`src/rtl/scu_pkg.sv`:
```
package scu_pkg;

    localparam int unsigned WORD_W = 16;
    localparam int unsigned IMM_W  = 8;
    localparam int unsigned OPC_W  = 8;
    localparam int unsigned STEP_W = 3;

    // Bus driver enables; at most one may be set in a step.
    typedef struct packed {
        logic ioh;  // low byte with upper bits forced high
        logic iol;  // low byte with upper bits forced low
        logic xo;
        logic po;
        logic mo;
        logic ao;
    } drv_t;

    typedef struct packed {
        logic ii;
        logic yi;
        logic xi;
        logic mi;
        logic ai;
    } ld_t;

    typedef struct packed {
        logic ex;
        logic ey;
        logic nx;
        logic ny;
        logic f;
        logic no;
    } alu_t;

    typedef struct packed {
        drv_t drv;
        ld_t  ld;
        alu_t alu;
        logic pc_inc;
        logic jz;
        logic jnz;
    } ctrl_t;

    typedef enum logic [OPC_W-1:0] {
        OP_NOP   = 8'h00,
        OP_LDXI  = 8'h01,
        OP_ADDXI = 8'h02,
        OP_LDXR  = 8'h03,
        OP_STXR  = 8'h04,
        OP_PUSHX = 8'h05,
        OP_XORY  = 8'h06,
        OP_TBSZ  = 8'h07,
        OP_JNZ   = 8'h08,
        OP_JZ    = 8'h09
    } opc_e;

    localparam drv_t D_NONE = 6'b000000;
    localparam drv_t D_AO   = 6'b000001;
    localparam drv_t D_MO   = 6'b000010;
    localparam drv_t D_PO   = 6'b000100;
    localparam drv_t D_XO   = 6'b001000;
    localparam drv_t D_IOL  = 6'b010000;
    localparam drv_t D_IOH  = 6'b100000;

    localparam ld_t L_NONE = 5'b00000;
    localparam ld_t L_AI   = 5'b00001;
    localparam ld_t L_MI   = 5'b00010;
    localparam ld_t L_XI   = 5'b00100;
    localparam ld_t L_YI   = 5'b01000;
    localparam ld_t L_II   = 5'b10000;

    // ALU selections expressed only as control bits, never as literals
    localparam alu_t A_NONE = 6'b000000;
    localparam alu_t A_ADD  = 6'b110010;
    localparam alu_t A_AND  = 6'b110000;
    localparam alu_t A_OR   = 6'b111101;
    localparam alu_t A_NAND = 6'b110001;
    localparam alu_t A_M1   = 6'b000001;
    localparam alu_t A_M2   = 6'b001110;
    localparam alu_t A_YM1  = 6'b011010;

    function automatic ctrl_t uop(input drv_t d, input ld_t l, input alu_t a,
                                  input logic inc, input logic jz, input logic jnz);
        ctrl_t c;
        c.drv    = d;
        c.ld     = l;
        c.alu    = a;
        c.pc_inc = inc;
        c.jz     = jz;
        c.jnz    = jnz;
        return c;
    endfunction

endpackage

```
`src/rtl/scu_step_counter.sv`:
```
module scu_step_counter #(
    parameter int unsigned STEP_W = 3
) (
    input  logic              clk,
    input  logic              rst,
    output logic [STEP_W-1:0] step_o
);

    // Wraps naturally at 2**STEP_W.
    always_ff @(posedge clk) begin
        if (rst) begin
            step_o <= '0;
        end else begin
            step_o <= step_o + 1'b1;
        end
    end

endmodule

```
`src/rtl/scu_microcode_rom.sv`:
```
module scu_microcode_rom
    import scu_pkg::*;
(
    input  logic [OPC_W-1:0]  opc_i,
    input  logic [STEP_W-1:0] step_i,
    output ctrl_t             ctrl_o
);

    ctrl_t body;

    // Instruction-specific steps 2..7
    always_comb begin
        body = '0;
        case (opc_i)
            OP_LDXI: begin
                if (step_i == 3'd2) body = uop(D_IOL, L_XI, A_NONE, 1'b0, 1'b0, 1'b0);
            end
            OP_ADDXI: begin
                case (step_i)
                    3'd2:    body = uop(D_IOL, L_YI, A_NONE, 1'b0, 1'b0, 1'b0);
                    3'd3:    body = uop(D_AO,  L_XI, A_ADD,  1'b0, 1'b0, 1'b0);
                    default: body = '0;
                endcase
            end
            OP_LDXR: begin
                case (step_i)
                    3'd2:    body = uop(D_IOH, L_AI, A_NONE, 1'b0, 1'b0, 1'b0);
                    3'd3:    body = uop(D_MO,  L_XI, A_NONE, 1'b0, 1'b0, 1'b0);
                    default: body = '0;
                endcase
            end
            OP_STXR: begin
                case (step_i)
                    3'd2:    body = uop(D_IOH, L_AI, A_NONE, 1'b0, 1'b0, 1'b0);
                    3'd3:    body = uop(D_XO,  L_MI, A_NONE, 1'b0, 1'b0, 1'b0);
                    default: body = '0;
                endcase
            end
            OP_PUSHX: begin
                case (step_i)
                    3'd2:    body = uop(D_AO, L_AI, A_M1,   1'b0, 1'b0, 1'b0);
                    3'd3:    body = uop(D_MO, L_YI, A_NONE, 1'b0, 1'b0, 1'b0);
                    3'd4:    body = uop(D_MO, L_AI, A_NONE, 1'b0, 1'b0, 1'b0);
                    3'd5:    body = uop(D_XO, L_MI, A_NONE, 1'b0, 1'b0, 1'b0);
                    3'd6:    body = uop(D_AO, L_AI, A_M1,   1'b0, 1'b0, 1'b0);
                    3'd7:    body = uop(D_AO, L_MI, A_YM1,  1'b0, 1'b0, 1'b0);
                    default: body = '0;
                endcase
            end
            OP_XORY: begin
                case (step_i)
                    3'd2:    body = uop(D_AO, L_AI, A_M2,   1'b0, 1'b0, 1'b0);
                    3'd3:    body = uop(D_AO, L_MI, A_OR,   1'b0, 1'b0, 1'b0);
                    3'd4:    body = uop(D_AO, L_YI, A_NAND, 1'b0, 1'b0, 1'b0);
                    3'd5:    body = uop(D_MO, L_XI, A_NONE, 1'b0, 1'b0, 1'b0);
                    3'd6:    body = uop(D_AO, L_XI, A_AND,  1'b0, 1'b0, 1'b0);
                    default: body = '0;
                endcase
            end
            OP_TBSZ: begin
                case (step_i)
                    3'd2:    body = uop(D_IOH, L_AI,   A_NONE, 1'b0, 1'b0, 1'b0);
                    3'd3:    body = uop(D_MO,  L_XI,   A_NONE, 1'b0, 1'b0, 1'b0);
                    3'd4:    body = uop(D_PO,  L_AI,   A_NONE, 1'b0, 1'b0, 1'b0);
                    3'd5:    body = uop(D_MO,  L_YI,   A_NONE, 1'b1, 1'b0, 1'b0);
                    3'd6:    body = uop(D_AO,  L_NONE, A_AND,  1'b0, 1'b0, 1'b0);
                    3'd7:    body = uop(D_PO,  L_NONE, A_NONE, 1'b1, 1'b0, 1'b1);
                    default: body = '0;
                endcase
            end
            OP_JNZ: begin
                case (step_i)
                    3'd2:    body = uop(D_PO, L_AI,   A_NONE, 1'b0, 1'b0, 1'b0);
                    3'd3:    body = uop(D_MO, L_NONE, A_NONE, 1'b1, 1'b0, 1'b1);
                    default: body = '0;
                endcase
            end
            OP_JZ: begin
                case (step_i)
                    3'd2:    body = uop(D_PO, L_AI,   A_NONE, 1'b0, 1'b0, 1'b0);
                    3'd3:    body = uop(D_MO, L_NONE, A_NONE, 1'b1, 1'b1, 1'b0);
                    default: body = '0;
                endcase
            end
            default: body = '0;
        endcase
    end

    // Common fetch overrides steps 0 and 1
    always_comb begin
        case (step_i)
            3'd0:    ctrl_o = uop(D_PO, L_AI, A_NONE, 1'b0, 1'b0, 1'b0);
            3'd1:    ctrl_o = uop(D_MO, L_II, A_NONE, 1'b0, 1'b0, 1'b0);
            default: ctrl_o = body;
        endcase
    end

endmodule

```
`src/rtl/scu_bus_imm.sv`:
```
module scu_bus_imm #(
    parameter int unsigned WORD_W = 16,
    parameter int unsigned IMM_W  = 8
) (
    input  logic [WORD_W-1:0] ir_i,
    input  logic              sel_hi_i,
    input  logic              sel_lo_i,
    output logic [WORD_W-1:0] bus_o
);

    localparam int unsigned FILL_W = WORD_W - IMM_W;

    logic [IMM_W-1:0] low;
    assign low = ir_i[IMM_W-1:0];

    always_comb begin
        if (sel_hi_i) begin
            bus_o = {{FILL_W{1'b1}}, low};
        end else if (sel_lo_i) begin
            bus_o = {{FILL_W{1'b0}}, low};
        end else begin
            bus_o = '0;
        end
    end

endmodule

```
`src/rtl/scu_jump_unit.sv`:
```
module scu_jump_unit (
    input  logic jz_i,
    input  logic jnz_i,
    input  logic inc_i,
    input  logic flag_z_i,
    output logic jmp_o,
    output logic inc_o
);

    // A taken jump has priority over the increment request.
    always_comb begin
        jmp_o = (jnz_i & ~flag_z_i) | (jz_i & flag_z_i);
        inc_o = inc_i & ~jmp_o;
    end

endmodule

```
`src/rtl/scu_sequencer.sv`:
```
module scu_sequencer
    import scu_pkg::*;
(
    input  logic              clk,
    input  logic              rst,
    input  logic [WORD_W-1:0] ir_i,
    input  logic              flag_z_i,
    output logic [STEP_W-1:0] step_o,
    output logic [5:0]        drv_o,
    output logic [4:0]        load_o,
    output logic [5:0]        alu_o,
    output logic              pc_inc_o,
    output logic              jmp_o,
    output logic [WORD_W-1:0] bus_imm_o
);

    ctrl_t            ctrl;
    logic [OPC_W-1:0] opc;

    assign opc = ir_i[WORD_W-1 -: OPC_W];

    scu_step_counter #(.STEP_W(STEP_W)) u_step (
        .clk    (clk),
        .rst    (rst),
        .step_o (step_o)
    );

    scu_microcode_rom u_rom (
        .opc_i  (opc),
        .step_i (step_o),
        .ctrl_o (ctrl)
    );

    scu_bus_imm #(.WORD_W(WORD_W), .IMM_W(IMM_W)) u_imm (
        .ir_i     (ir_i),
        .sel_hi_i (ctrl.drv.ioh),
        .sel_lo_i (ctrl.drv.iol),
        .bus_o    (bus_imm_o)
    );

    scu_jump_unit u_jmp (
        .jz_i     (ctrl.jz),
        .jnz_i    (ctrl.jnz),
        .inc_i    (ctrl.pc_inc),
        .flag_z_i (flag_z_i),
        .jmp_o    (jmp_o),
        .inc_o    (pc_inc_o)
    );

    assign drv_o  = ctrl.drv;
    assign load_o = ctrl.ld;
    assign alu_o  = ctrl.alu;

endmodule

```
`config.mk`:
```
export PLATFORM = sky130hd
export DESIGN_NAME = scu_sequencer
export DESIGN_NICKNAME = d
export VERILOG_FILES = /design/src/rtl/scu_pkg.sv /design/src/rtl/scu_step_counter.sv /design/src/rtl/scu_microcode_rom.sv /design/src/rtl/scu_bus_imm.sv /design/src/rtl/scu_jump_unit.sv /design/src/rtl/scu_sequencer.sv
export SDC_FILE = /design/constraint.sdc
export NUM_CORES = 1
export LEC_CHECK = 0
export ABC_AREA = 1
export BUFFER_PORTS_ARGS = -buffer_cell sky130_fd_sc_hd__buf_2
export CAP_MARGIN = 20
export CORE_MARGIN = 3
export CORE_UTILIZATION = 47
export DETAILED_ROUTE_END_ITERATION = 8
export PLACE_DENSITY_LB_ADDON = 0.12
export SLEW_MARGIN = 40
export SYNTH_ARGS = -nofsm -noshare
export SYNTH_HDL_FRONTEND = slang
export SYNTH_HIERARCHICAL = 1
export SYNTH_SLANG_ARGS = --single-unit
```
`constraint.sdc`:
```
create_clock -name clk -period 6.7 [get_ports clk]
set_input_delay 2.01 -clock clk [delete_from_list [all_inputs] [get_ports clk]]
set_output_delay 2.01 -clock clk [all_outputs]
set_load 0.01 [all_outputs]
```
# Word level (Yosys, flattened, before mapping)
# Index checks and enable logic that the tools add are counted.
# Widths: inputs -> output; s select.
totals:
  regBits: 3
  input_bits: 19
  out_inout_bits: 38
  wordCells: 39
op_classes:
  add_sub_neg: 1
  n_eq_ne: 16
  mux: 13
  bitwise: 6
  n_reduce_logical: 2
ops:
  columns: ["op", "n"]
  rows:
  - ["$pmux 20 s9", 1]
  - ["$pmux 20 s2", 3]
  - ["$pmux 20 s6", 1]
  - ["$pmux 18 s5", 1]
  - ["$pmux 16 s5", 1]
  - ["$pmux 17 s2", 2]
  - ["$pmux 19 s2", 1]
  - ["$eq 8x3->1 const B", 4]
  - ["$mux 19", 1]
  - ["$eq 8x2->1 const B", 2]
  - ["$eq 8x4->1 const B", 2]
  - ["$mux 16", 1]
  - ["$eq 3x3->1 const B", 4]
  - ["$eq 8x1->1 const B", 1]
  - ["$mux 8", 1]
  - ["$eq 3x2->1 const B", 2]
  - ["$add 3x1->3 const B", 1]
  - ["$and 1x1->1", 3]
  - ["$eq 3x1->1 const B", 1]
  - ["$logic_not 3->1", 1]
  - ["$not 1->1", 2]
  - ["$reduce_or 2->1", 1]
  - ["$or 1x1->1", 1]

# Depth between registers and ports, before layout
# Gate-level depths: netlist of run 1.
logic_depth:
  depth_word: 9
  mapped_depth: 11
  mapped_depth_nobuf: 11

# Modules after synthesis
# The synthesis of run 1 kept the hierarchy.
by_module_without_submodules:
  columns: ["mod", "n_inst", "cells_each", "area_per_inst_um2", "seq_area_each_um2"]
  rows:
  - ["scu_microcode_rom", 1, 147, 713.2, 0.0]
  - ["scu_bus_imm", 1, 25, 131.4, 0.0]
  - ["scu_step_counter", 1, 12, 105.1, 60.1]
  - ["scu_jump_unit", 1, 6, 30.0, 0.0]

# Worst setup path after synthesis of run 1
# Ideal clock, no wire load.
synth_timing:
  path_type: "input -> output"
  startpoint: "in ir_i[12]"
  endpoint: "out bus_imm_o[0]"
  t_arrival_ps: 3229
  t_required_ps: 4690
  setup_slack_ps: 1461
  path_stages: 11
  path_buffers: 0
  path_cell_list: "inv_1 -> nand2_1 -> nor2_2 -> nand2_1 -> nand3_1 -> nor2_1 -> nand2_1 -> nand2_1 -> nor2_1 -> nor2_4 -> nor2_1"
synth_between:
  elab_chain_cells: 5
  elab_cells_between_ends: 13
  cone_classes: "eq/ne (9); mux (4)"
synth_lines:
  columns: ["item", "line_no", "text"]
  rows:
  - ["start, declared", "scu_sequencer.sv:6", "input logic [WORD_W-1:0] ir_i,"]
  - ["$eq 8x4->1, or another cell as far along", "scu_microcode_rom.sv:14", "case (opc_i)"]
  - ["$pmux 20 s9 *", "scu_microcode_rom.sv:14", null]
  - ["$pmux 20 s2 *", "scu_microcode_rom.sv:91", "case (step_i)"]
  - ["net drv_o[4]", "scu_sequencer.sv:9", "output logic [5:0] drv_o,"]
  - ["$mux 8 *", "scu_bus_imm.sv:19", "end else if (sel_lo_i) begin"]
  - ["$mux 16 *", "scu_bus_imm.sv:17", "if (sel_hi_i) begin"]
  - ["end, declared", "scu_sequencer.sv:14", "output logic [WORD_W-1:0] bus_imm_o"]
# The timed path passes the listed nets; every way through them passes the cells marked *.

# Final worst setup path of run 1
layout_timing:
  startpoint: "in ir_i[12]"
  endpoint: "out bus_imm_o[6]"
layout_between:
  elab_chain_cells: 5
  elab_cells_between_ends: 13
  cone_classes: "eq/ne (9); mux (4)"
layout_lines:
  columns: ["item", "line_no"]
  rows:
  - ["$eq 8x4->1, or another cell as far along", "scu_microcode_rom.sv:14"]
  - ["$pmux 20 s9 *", "scu_microcode_rom.sv:14"]
  - ["$pmux 20 s2 *", "scu_microcode_rom.sv:91"]
  - ["$mux 8", "scu_bus_imm.sv:19"]
  - ["$mux 16 *", "scu_bus_imm.sv:17"]
# Every way passes the cells marked *; elsewhere a longest branch is shown, timed or not.

==> metrics.yaml, run 1 <==
logic_synthesis:
  synthFlopType: "dfxtp_1"
  syn_avg_cell_area_sq_um: 5.16
  number_of_enable_flip_flop_cells_after_synthesis: 0
  mappedNetlistArea_sq_um: 980
  synth_area_leader_cell: "nand2_1"
  synth.most_common_cell: "nand2_1"
  synth.top_cells.by_area: "nand2_1 (17%), inv_1 (15%), nor2_1 (15%), nand3_1 (6.6%), dfxtp_1 (6.1%)"
  synth_seq_area_share: 0.0613
  syn_inst: 190
  commonest_cells_in_the_netlist: "nand2_1 (45), inv_1 (38), nor2_1 (38), nand3_1 (13), buf_4 (8)"
  synth_seq_cells: 3
  synthDistinctLibCells: 24
  synth_top_area_share: 0.172
  async_reset_ff_frac: 0
  synthesized_net_count: 210
  yosys_warnings: 6
timing:
  period_needed_ns: 5.50
  relSlewSlack: 0.636
  rsz0062_at_grt: "no"
  timing.clock.skew_ns: 0.000794
  final-hold-violation-count: 0
  finalSetupViolCount: 0
  finalCritPeriodShare: 0.821
  worst-slew-pin-transition_ns: 0.545
  maxClockFrequency_mhz: 182
  timing.setup.tns_ns: 0
  finalMaxSlewViolations: 0
layout:
  layout.area.seq_sq_um: 60.1
  multi_input_area_sq_um: 683
  final_core_util: 0.670
  nFillCells: 174
  drive_gt1_frac: 0.338
  num-nets-final: 261
  antenna_diode_instance_count: 0
  top_registers: "u_step/step_o: 3 flops"
  area_growth_pct: 25.8
  stdcell_count: 265
  largest_register_ffs: 3
  registers.top_by_ff_count: "u_step/step_o"
worst_setup_path:
  end_kind: "output port"
  critPathLaunchType: "input port"
  crit-reg2reg-launch: "u_step/step_o[1]"
  worst_r2r_endpoint: "u_step/step_o[2]"
  crit_arrival_ns: 3.49
  crit_type: "input port to output port"
  crit_fanout: 8
  rr_worst_depth: 4
  ff2ff_setup_slack_ns: 5.49
  worst-endpoint-required_ns: 4.69
clock_network:
  clock_tree.htree_level_count: 1
  tritoncts: "built"
  hold_buffers: 0
  post_cts.repair.setup_buffers: 0
  cts-root-buf: "clkbuf_4"
  clk_pin_slew_ns: 0.04
  cts-buffers-inserted: 3
  clkLatencyLatePin_ns: 0.23
  sink_count: 3
  post_cts_resize_count: 0
  cts_buffer_depth: 2
die:
  floorplan.initialDensity: 0.533
  pin_count: 57
  die_area_sq_um: 2670
  coreArea_sq_um: 1840
  dieHeight_um: 51.7
  core.rowCount: 15
  die_width_um: 51.7
power_and_ir_drop:
  power.net_switching_uw: 41.4
  power.share.clock: 0.339
  cellLeakagePower_nw: 0.847
  sw_frac_of_total: 0.424
  cellPowerDensity_nw_per_um2: 79.2
  sequentialPowerShare: 0.258
  p_comb_frac: 0.403
  worst_ir_drop_vdd_v: 0.000100
  finalPower_uw: 97.5
  internal-power_uw: 56.2
drt:
  drtAntennaViolNets: 0
  vias: 1313
  drt-vias-per-instance: 4.95
  drtPass1Iterations: 4
  detail_route.wl_per_cell_um: 10.1
  remaining_drc_errors: 0
  drt_wl_total_um: 2690
  dr.first_iter.drc_count: 40
global_routing:
  grt_overflow: 0
  global_route.usage.met1: 0.243
  grt_max_degree: 14
  grt_antenna_before_repair: 0
  grt_pass1_wl_um: 4490
  groute.layer.met3.usage: 0.0372
  via_count_of_the_first_global_routing_pass: 1134
  grt_usage: 0.212
  layer_with_the_highest_usage: "met2"
  use_met2: 0.381
run:
  drv_cap: 0
hold_path:
  hold_path_startpoint: "u_step/step_o[0]"
  min_to: "u_step/step_o[0]"
  min_delay_path_depth: 1
  hold_crit_path_type: "flop to flop"
placed_design:
  gp_congestion: 0.912
  io_buffer_count: 56
  dp_hpwl_um: 2250
  placed_cells_incl_taps: 261
run_status:
  status: "finished clean"
[worst max path at each step]
stage / startpoint / slack [ns] / to / cells after the start
2_1_floorplan: ir_i[12] / 1.46 / bus_imm_o[0] / 11
3_3_place_gp: ir_i[12] / 1.30 / bus_imm_o[0] / 13
3_5_place_dp: ir_i[12] / 1.20 / bus_imm_o[6] / 13
4_1_cts: ir_i[12] / 1.20 / bus_imm_o[6] / 13
5_1_grt: ir_i[12] / 0.94 / bus_imm_o[6] / 13
6_report: ir_i[12] / 1.20 / bus_imm_o[6] / 13
[power groups by stage]
stage | combinational [mW] | sequential [mW] | clock [mW]
floorplan | 0.0279 | 0.0229 | 0
global placement | 0.0383 | 0.0253 | 0
detailed placement | 0.0390 | 0.0255 | 0
CTS | 0.0393 | 0.0253 | 0.0341
global route | 0.0445 | 0.0259 | 0.0359
finish | 0.0393 | 0.0252 | 0.0331
[critical path, cell delays in order]
cell     delay [ns]
buf_2          0.11
inv_1          0.04
nand2_1        0.06
nor2_2         0.28
nand2_1        0.14
nand3_1        0.13
nor2_1         0.05
nand2_1        0.08
nand2_1        0.06
nor2_1         0.20
nor2_4         0.10
nor2_1         0.10
buf_2          0.14
[routing by layer]
layer	vias to the layer above	share of wire
met5	-	0
met4	0	0.011
met3	4	0.13
met2	85	0.46
met1	555	0.40
li1	669	-
[layout by cell type (no fill, tap or decap)]
cell / instances
buf_2: 56
nand2_1: 45
inv_1: 38
nor2_1: 38
nand3_1: 13
nand2_2: 6
o21ai_0: 6
nand4_1: 5
nor2_4: 4
a21oi_1: 4
clkbuf_4: 3
nor2_2: 3
nand2_4: 3
dfxtp_1: 3
nor3_2: 2
nor3_1: 2
o22ai_1: 2
clkbuf_1: 1
inv_2: 1
nor2_8: 1
clkinv_2: 1
o21ai_2: 1
nor4_1: 1
ha_1: 1
[through the flow]
step	hold WS, ns	setup slack, ns	instance area (sq um)
floorplan	0.551	1.46	980
global placement	0.569	1.30	1210
detailed placement	0.584	1.20	1210
CTS	0.601	1.20	1230
global route	0.674	0.941	1230
finish	0.597	1.20	1230
[logic make-up (layout without fill, tap and decap cells)]
group	count (synthesis)	count (layout)	synth area share
AO/OA/AOI/OAI	13	13	0.0728
adder cells (fa/ha/maj)	1	1	0.0128
buffers and inverters	50	100	0.241
flip-flops	3	3	0.0613
AND/OR/NAND/NOR	123	123	0.612
[layout make-up]
cell class,count,area share
inverters,40,0.123
multi-input cells,137,0.554
well taps,25,0.0254
repair buffers,56,0.227
flip-flops and latches,3,0.0487
clock buffers,4,0.0213
No activity file was read; power rests on OpenSTA's default activity.
==> run 2: changes to the inputs <==
--- a/config.mk
+++ b/config.mk
@@ -9,7 +9,7 @@
 export BUFFER_PORTS_ARGS = -buffer_cell sky130_fd_sc_hd__buf_2
 export CAP_MARGIN = 20
 export CORE_MARGIN = 3
-export CORE_UTILIZATION = 47
+export CORE_UTILIZATION = 40
 export DETAILED_ROUTE_END_ITERATION = 8
 export PLACE_DENSITY_LB_ADDON = 0.12
 export SLEW_MARGIN = 40
==> constraint.sdc (replaced) <==
create_clock -name clk -period 4.6 [get_ports clk]
set_input_delay 1.38 -clock clk [delete_from_list [all_inputs] [get_ports clk]]
set_output_delay 1.38 -clock clk [all_outputs]
set_load 0.01 [all_outputs]
==> metrics.yaml, run 2 (same netlist as run 1, synthesis figures left out) <==
timing:
  finalCritPeriodShare: 0.905
  final_worst_slack_ns: 0.435
  finalMaxSlewViolations: 0
  finalSetupViolCount: 0
  final-hold-violation-count: 0
  worst-slew-pin-transition_ns: 0.535
  timing.clock.skew_ns: 0.000550
  rsz0062_at_grt: "no"
  hold_slack_ns: 0.582
  maxClockFrequency_mhz: 240
  relSlewSlack: 0.643
  period_needed_ns: 4.16
  timing.setup.tns_ns: 0
worst_setup_path:
  crit_type: "input port to output port"
  crit_arrival_ns: 2.78
  crit_path_cell_trace: "buf_2, inv_1, nand2_1, nor2_2, nand2_1, nand3_1, nor2_1, nand2_1, nand2_1, nor2_1, nor2_4, nor2_1, buf_2"
  worst_r2r_endpoint: "u_step/step_o[2]"
  max_stage_delay_ns: 0.27
  crit-reg2reg-launch: "u_step/step_o[1]"
  worstSetupStartpoint: "ir_i[12]"
  critPathLaunchType: "input port"
  crit_fanout: 8
  ff2ff_setup_slack_ns: 3.38
  rr_worst_depth: 4
  cp_common_cell: "nand2_1"
  worst-endpoint-required_ns: 3.22
  end_kind: "output port"
  critPathSlowestCell: "nor2_2"
power_and_ir_drop:
  worst_ir_drop_vdd_v: 0.000125
  cellPowerDensity_nw_per_um2: 113
  cellLeakagePower_nw: 0.847
  finalPower_uw: 139
layout:
  largest_register_ffs: 3
  mostFrequentLayoutCell: "buf_2"
  drive_gt1_frac: 0.338
  most_frequent_cells_in_the_layout: "buf_2 (56), nand2_1 (45), inv_1 (38), nor2_1 (38), nand3_1 (13)"
  final_area_sq_um: 1240
  final_core_util: 0.543
  antenna_diode_instance_count: 0
  nFillCells: 277
  num-nets-final: 261
  area_growth_pct: 26.2
  registers.top_by_ff_count: "u_step/step_o"
  stdcell_count: 268
  top_registers: "u_step/step_o: 3 flops"
clock_network:
  post_cts.repair.setup_buffers: 0
  cts-root-buf: "clkbuf_4"
  clock_tree.htree_level_count: 1
  tritoncts: "built"
  sink_count: 3
  clkLatencyLatePin_ns: 0.23
  clk_pin_slew_ns: 0.04
  cts_buffer_depth: 2
  cts-buffers-inserted: 3
  post_cts_resize_count: 0
  hold_buffers: 0
placed_design:
  gp_congestion: 0.885
  placed_cells_incl_taps: 264
  io_buffer_count: 56
  postPlaceCellArea_sq_um: 1210
  dp_slack_ns: 0.429
  dp_hpwl_um: 2110
global_routing:
  grt_usage: 0.169
  grt_antenna_before_repair: 0
  grt_pass1_wl_um: 4400
  via_count_of_the_first_global_routing_pass: 1069
  grt_overflow: 0
  grt_max_degree: 14
die:
  die_area_sq_um: 3080
  floorplan.initialDensity: 0.430
  core.rowCount: 17
  die_width_um: 55.5
  dieHeight_um: 55.5
  pin_count: 57
  coreArea_sq_um: 2280
drt:
  dr.first_iter.drc_count: 41
  drtPass1Iterations: 4
  drtAntennaViolNets: 0
  drt_wl_total_um: 2550
  remaining_drc_errors: 0
  detail_route.wl_per_cell_um: 9.52
  vias: 1258
  drt-vias-per-instance: 4.69
hold_path:
  hold_path_startpoint: "u_step/step_o[0]"
  hold_crit_path_type: "flop to flop"
  min_delay_path_depth: 1
  min_to: "u_step/step_o[0]"
run_status:
  status: "finished clean"
run:
  drv_cap: 0
-- run 2: cell counts in the layout (fill, tap and decap cells not counted) --
No cell type changed its count.
-- run 2: layout make-up --
type / instances / area [sq um] / share of cell area
Multi-Input combinational cell: 137 / 683 / 0.553
Timing Repair Buffer: 56 / 280 / 0.227
Clock buffer: 4 / 26.3 / 0.0213
Inverter: 40 / 151 / 0.122
Sequential cell: 3 / 60.1 / 0.0486
Tap cell: 28 / 35.0 / 0.0283
-- run 2: how the worst max path moves through the flow --
stage | endpoint | depth (start not counted)
2_1_floorplan | bus_imm_o[0] | 11
6_report | bus_imm_o[6] | 13
4_1_cts | bus_imm_o[3] | 13
3_3_place_gp | bus_imm_o[0] | 13
5_1_grt | bus_imm_o[7] | 13
3_5_place_dp | bus_imm_o[3] | 13
-- run 2: power by group --
part	switching [mW]	leakage (nW)	internal [mW]
combinational	0.0357	0.808	0.0210
clock	0.0133	0.0150	0.0325
sequential	0.00829	0.0248	0.0283
-- run 2: critical path, delay by kind of cell --
family	cells	cell delay, ns
simple gates	10	1.12
buf+inv	3	0.27
-- run 2: layer usage --
layer	vias up	part of all wire	global-route usage	wire [um]
met2	62	0.47	0.285	1190
met1	525	0.43	0.216	1110
li1	671	-	-	-
met5	-	0	0	0
met3	0	0.099	0.0350	252
met4	0	0	0.0417	0
==> run 3: changes to the inputs <==
--- a/config.mk
+++ b/config.mk
@@ -8,9 +8,9 @@
 export ABC_AREA = 1
 export BUFFER_PORTS_ARGS = -buffer_cell sky130_fd_sc_hd__buf_2
 export CAP_MARGIN = 20
-export CORE_MARGIN = 3
 export CORE_UTILIZATION = 40
 export DETAILED_ROUTE_END_ITERATION = 8
+export GPL_ROUTABILITY_DRIVEN = 0
 export PLACE_DENSITY_LB_ADDON = 0.12
 export SLEW_MARGIN = 40
 export SYNTH_ARGS = -nofsm -noshare
==> metrics.yaml, run 3 (same netlist as run 1, synthesis figures left out) <==
run_status:
  status: "finished clean"
die:
  core.rowCount: 17
  coreArea_sq_um: 2250
  pin_count: 57
  dieHeight_um: 51.5
  die_width_um: 51.5
  die_area_sq_um: 2650
  floorplan.initialDensity: 0.435
layout:
  most_frequent_cells_in_the_layout: "buf_2 (56), nand2_1 (45), inv_1 (38), nor2_1 (38), nand3_1 (13)"
  area_growth_pct: 26.2
  largest_register_ffs: 3
  nFillCells: 265
  num-nets-final: 261
  mostFrequentLayoutCell: "buf_2"
  stdcell_count: 268
  layout.area.seq_sq_um: 60.1
  final_core_util: 0.548
  final_area_sq_um: 1240
  drive_gt1_frac: 0.338
  antenna_diode_instance_count: 0
  top_registers: "u_step/step_o: 3 flops"
  registers.top_by_ff_count: "u_step/step_o"
  multi_input_area_sq_um: 683
power_and_ir_drop:
  finalPower_uw: 137
  power.net_switching_uw: 55.5
  cellLeakagePower_nw: 0.847
  p_comb_frac: 0.411
  cellPowerDensity_nw_per_um2: 111
  power.share.clock: 0.320
  sequentialPowerShare: 0.269
  sw_frac_of_total: 0.404
  internal-power_uw: 81.7
  worst_ir_drop_vdd_v: 0.000162
timing:
  timing.clock.skew_ns: 0.00127
  maxClockFrequency_mhz: 241
  worst-slew-pin-transition_ns: 0.550
  final_worst_slack_ns: 0.447
  finalMaxSlewViolations: 0
  finalSetupViolCount: 0
  rsz0062_at_grt: "no"
  period_needed_ns: 4.15
  hold_slack_ns: 0.596
  relSlewSlack: 0.633
  final-hold-violation-count: 0
  finalCritPeriodShare: 0.903
  timing.setup.tns_ns: 0
drt:
  vias: 1210
  drtPass1Iterations: 4
  detail_route.wl_per_cell_um: 8.91
  drtAntennaViolNets: 0
  drt-vias-per-instance: 4.51
  dr.first_iter.drc_count: 21
  drt_wl_total_um: 2390
  remaining_drc_errors: 0
hold_path:
  min_to: "u_step/step_o[0]"
  hold_crit_path_type: "flop to flop"
  hold_path_startpoint: "u_step/step_o[0]"
  min_delay_path_depth: 1
worst_setup_path:
  crit-reg2reg-launch: "u_step/step_o[1]"
  cp.buffers_inverters: 3
  max_stage_delay_ns: 0.20
  cpLargestDelayFamily: "simple AND/OR/NAND/NOR gates"
  cp_common_cell: "nand2_1"
  rr_worst_depth: 4
  crit_path_cell_trace: "buf_2, inv_1, nand2_1, nor2_1, nand2_1, nand2_1, nor2_1, nand2_1, nand2_1, nor2_1, nor2_4, nor2_1, buf_2"
  crit_type: "input port to output port"
  critPathSlowestCell: "nor2_1"
  end_kind: "output port"
  worst-endpoint-required_ns: 3.22
  crit_fanout: 8
  ff2ff_setup_slack_ns: 3.39
  critPathLaunchType: "input port"
  worst_r2r_endpoint: "u_step/step_o[2]"
  crit_arrival_ns: 2.77
run:
  drv_cap: 0
placed_design:
  placed_cells_incl_taps: 264
  io_buffer_count: 56
  dp_hpwl_um: 2010
  postPlaceCellArea_sq_um: 1210
  dp_slack_ns: 0.436
clock_network:
  clkLatencyLatePin_ns: 0.23
  sink_count: 3
  cts-root-buf: "clkbuf_4"
  clock_tree.htree_level_count: 1
  cts_buffer_depth: 2
  hold_buffers: 0
  tritoncts: "built"
  post_cts_resize_count: 0
  post_cts.repair.setup_buffers: 0
  cts-buffers-inserted: 3
  clk_pin_slew_ns: 0.03
global_routing:
  grt_pass1_wl_um: 3960
  grt_overflow: 0
  via_count_of_the_first_global_routing_pass: 1005
  grt_max_degree: 14
  grt_antenna_before_repair: 0
  grt_usage: 0.189
## run 3: cell counts in the layout (fill, tap and decap cells not counted)
No cell type changed its count.
## run 3: per-layer routing
metal | routed length [um] | vias to the layer above | track usage
met3 | 171 | 0 | 0.0146
met5 | 0 | - | 0
met4 | 0 | 0 | 0.0135
met1 | 1150 | 490 | 0.246
li1 | - | 674 | -
met2 | 1070 | 46 | 0.351
## run 3: power groups by stage
stage                     sequential, mW  combinational (mW)  clock, mW
final                             0.0369              0.0564     0.0439
after detailed placement          0.0372              0.0562          0
after floorplan                   0.0334              0.0406          0
after global placement            0.0372              0.0561          0
after global routing              0.0377              0.0636     0.0479
after CTS                         0.0370              0.0566     0.0459
## run 3: final cells by class
class / instances / area share
clock buffers: 4 / 0.0213
inverters: 40 / 0.122
multi-input cells: 137 / 0.553
flip-flops and latches: 3 / 0.0486
well taps: 28 / 0.0283
repair buffers: 56 / 0.227
## run 3: worst max-delay path by stage
stage	depth (start not counted)	start	slack, ns	to
2_1_floorplan	11	ir_i[12]	0.62	bus_imm_o[0]
3_3_place_gp	13	ir_i[12]	0.46	bus_imm_o[0]
3_5_place_dp	13	ir_i[12]	0.44	bus_imm_o[1]
4_1_cts	13	ir_i[12]	0.43	bus_imm_o[1]
5_1_grt	13	ir_i[9]	0.17	bus_imm_o[5]
6_report	13	ir_i[9]	0.45	bus_imm_o[1]
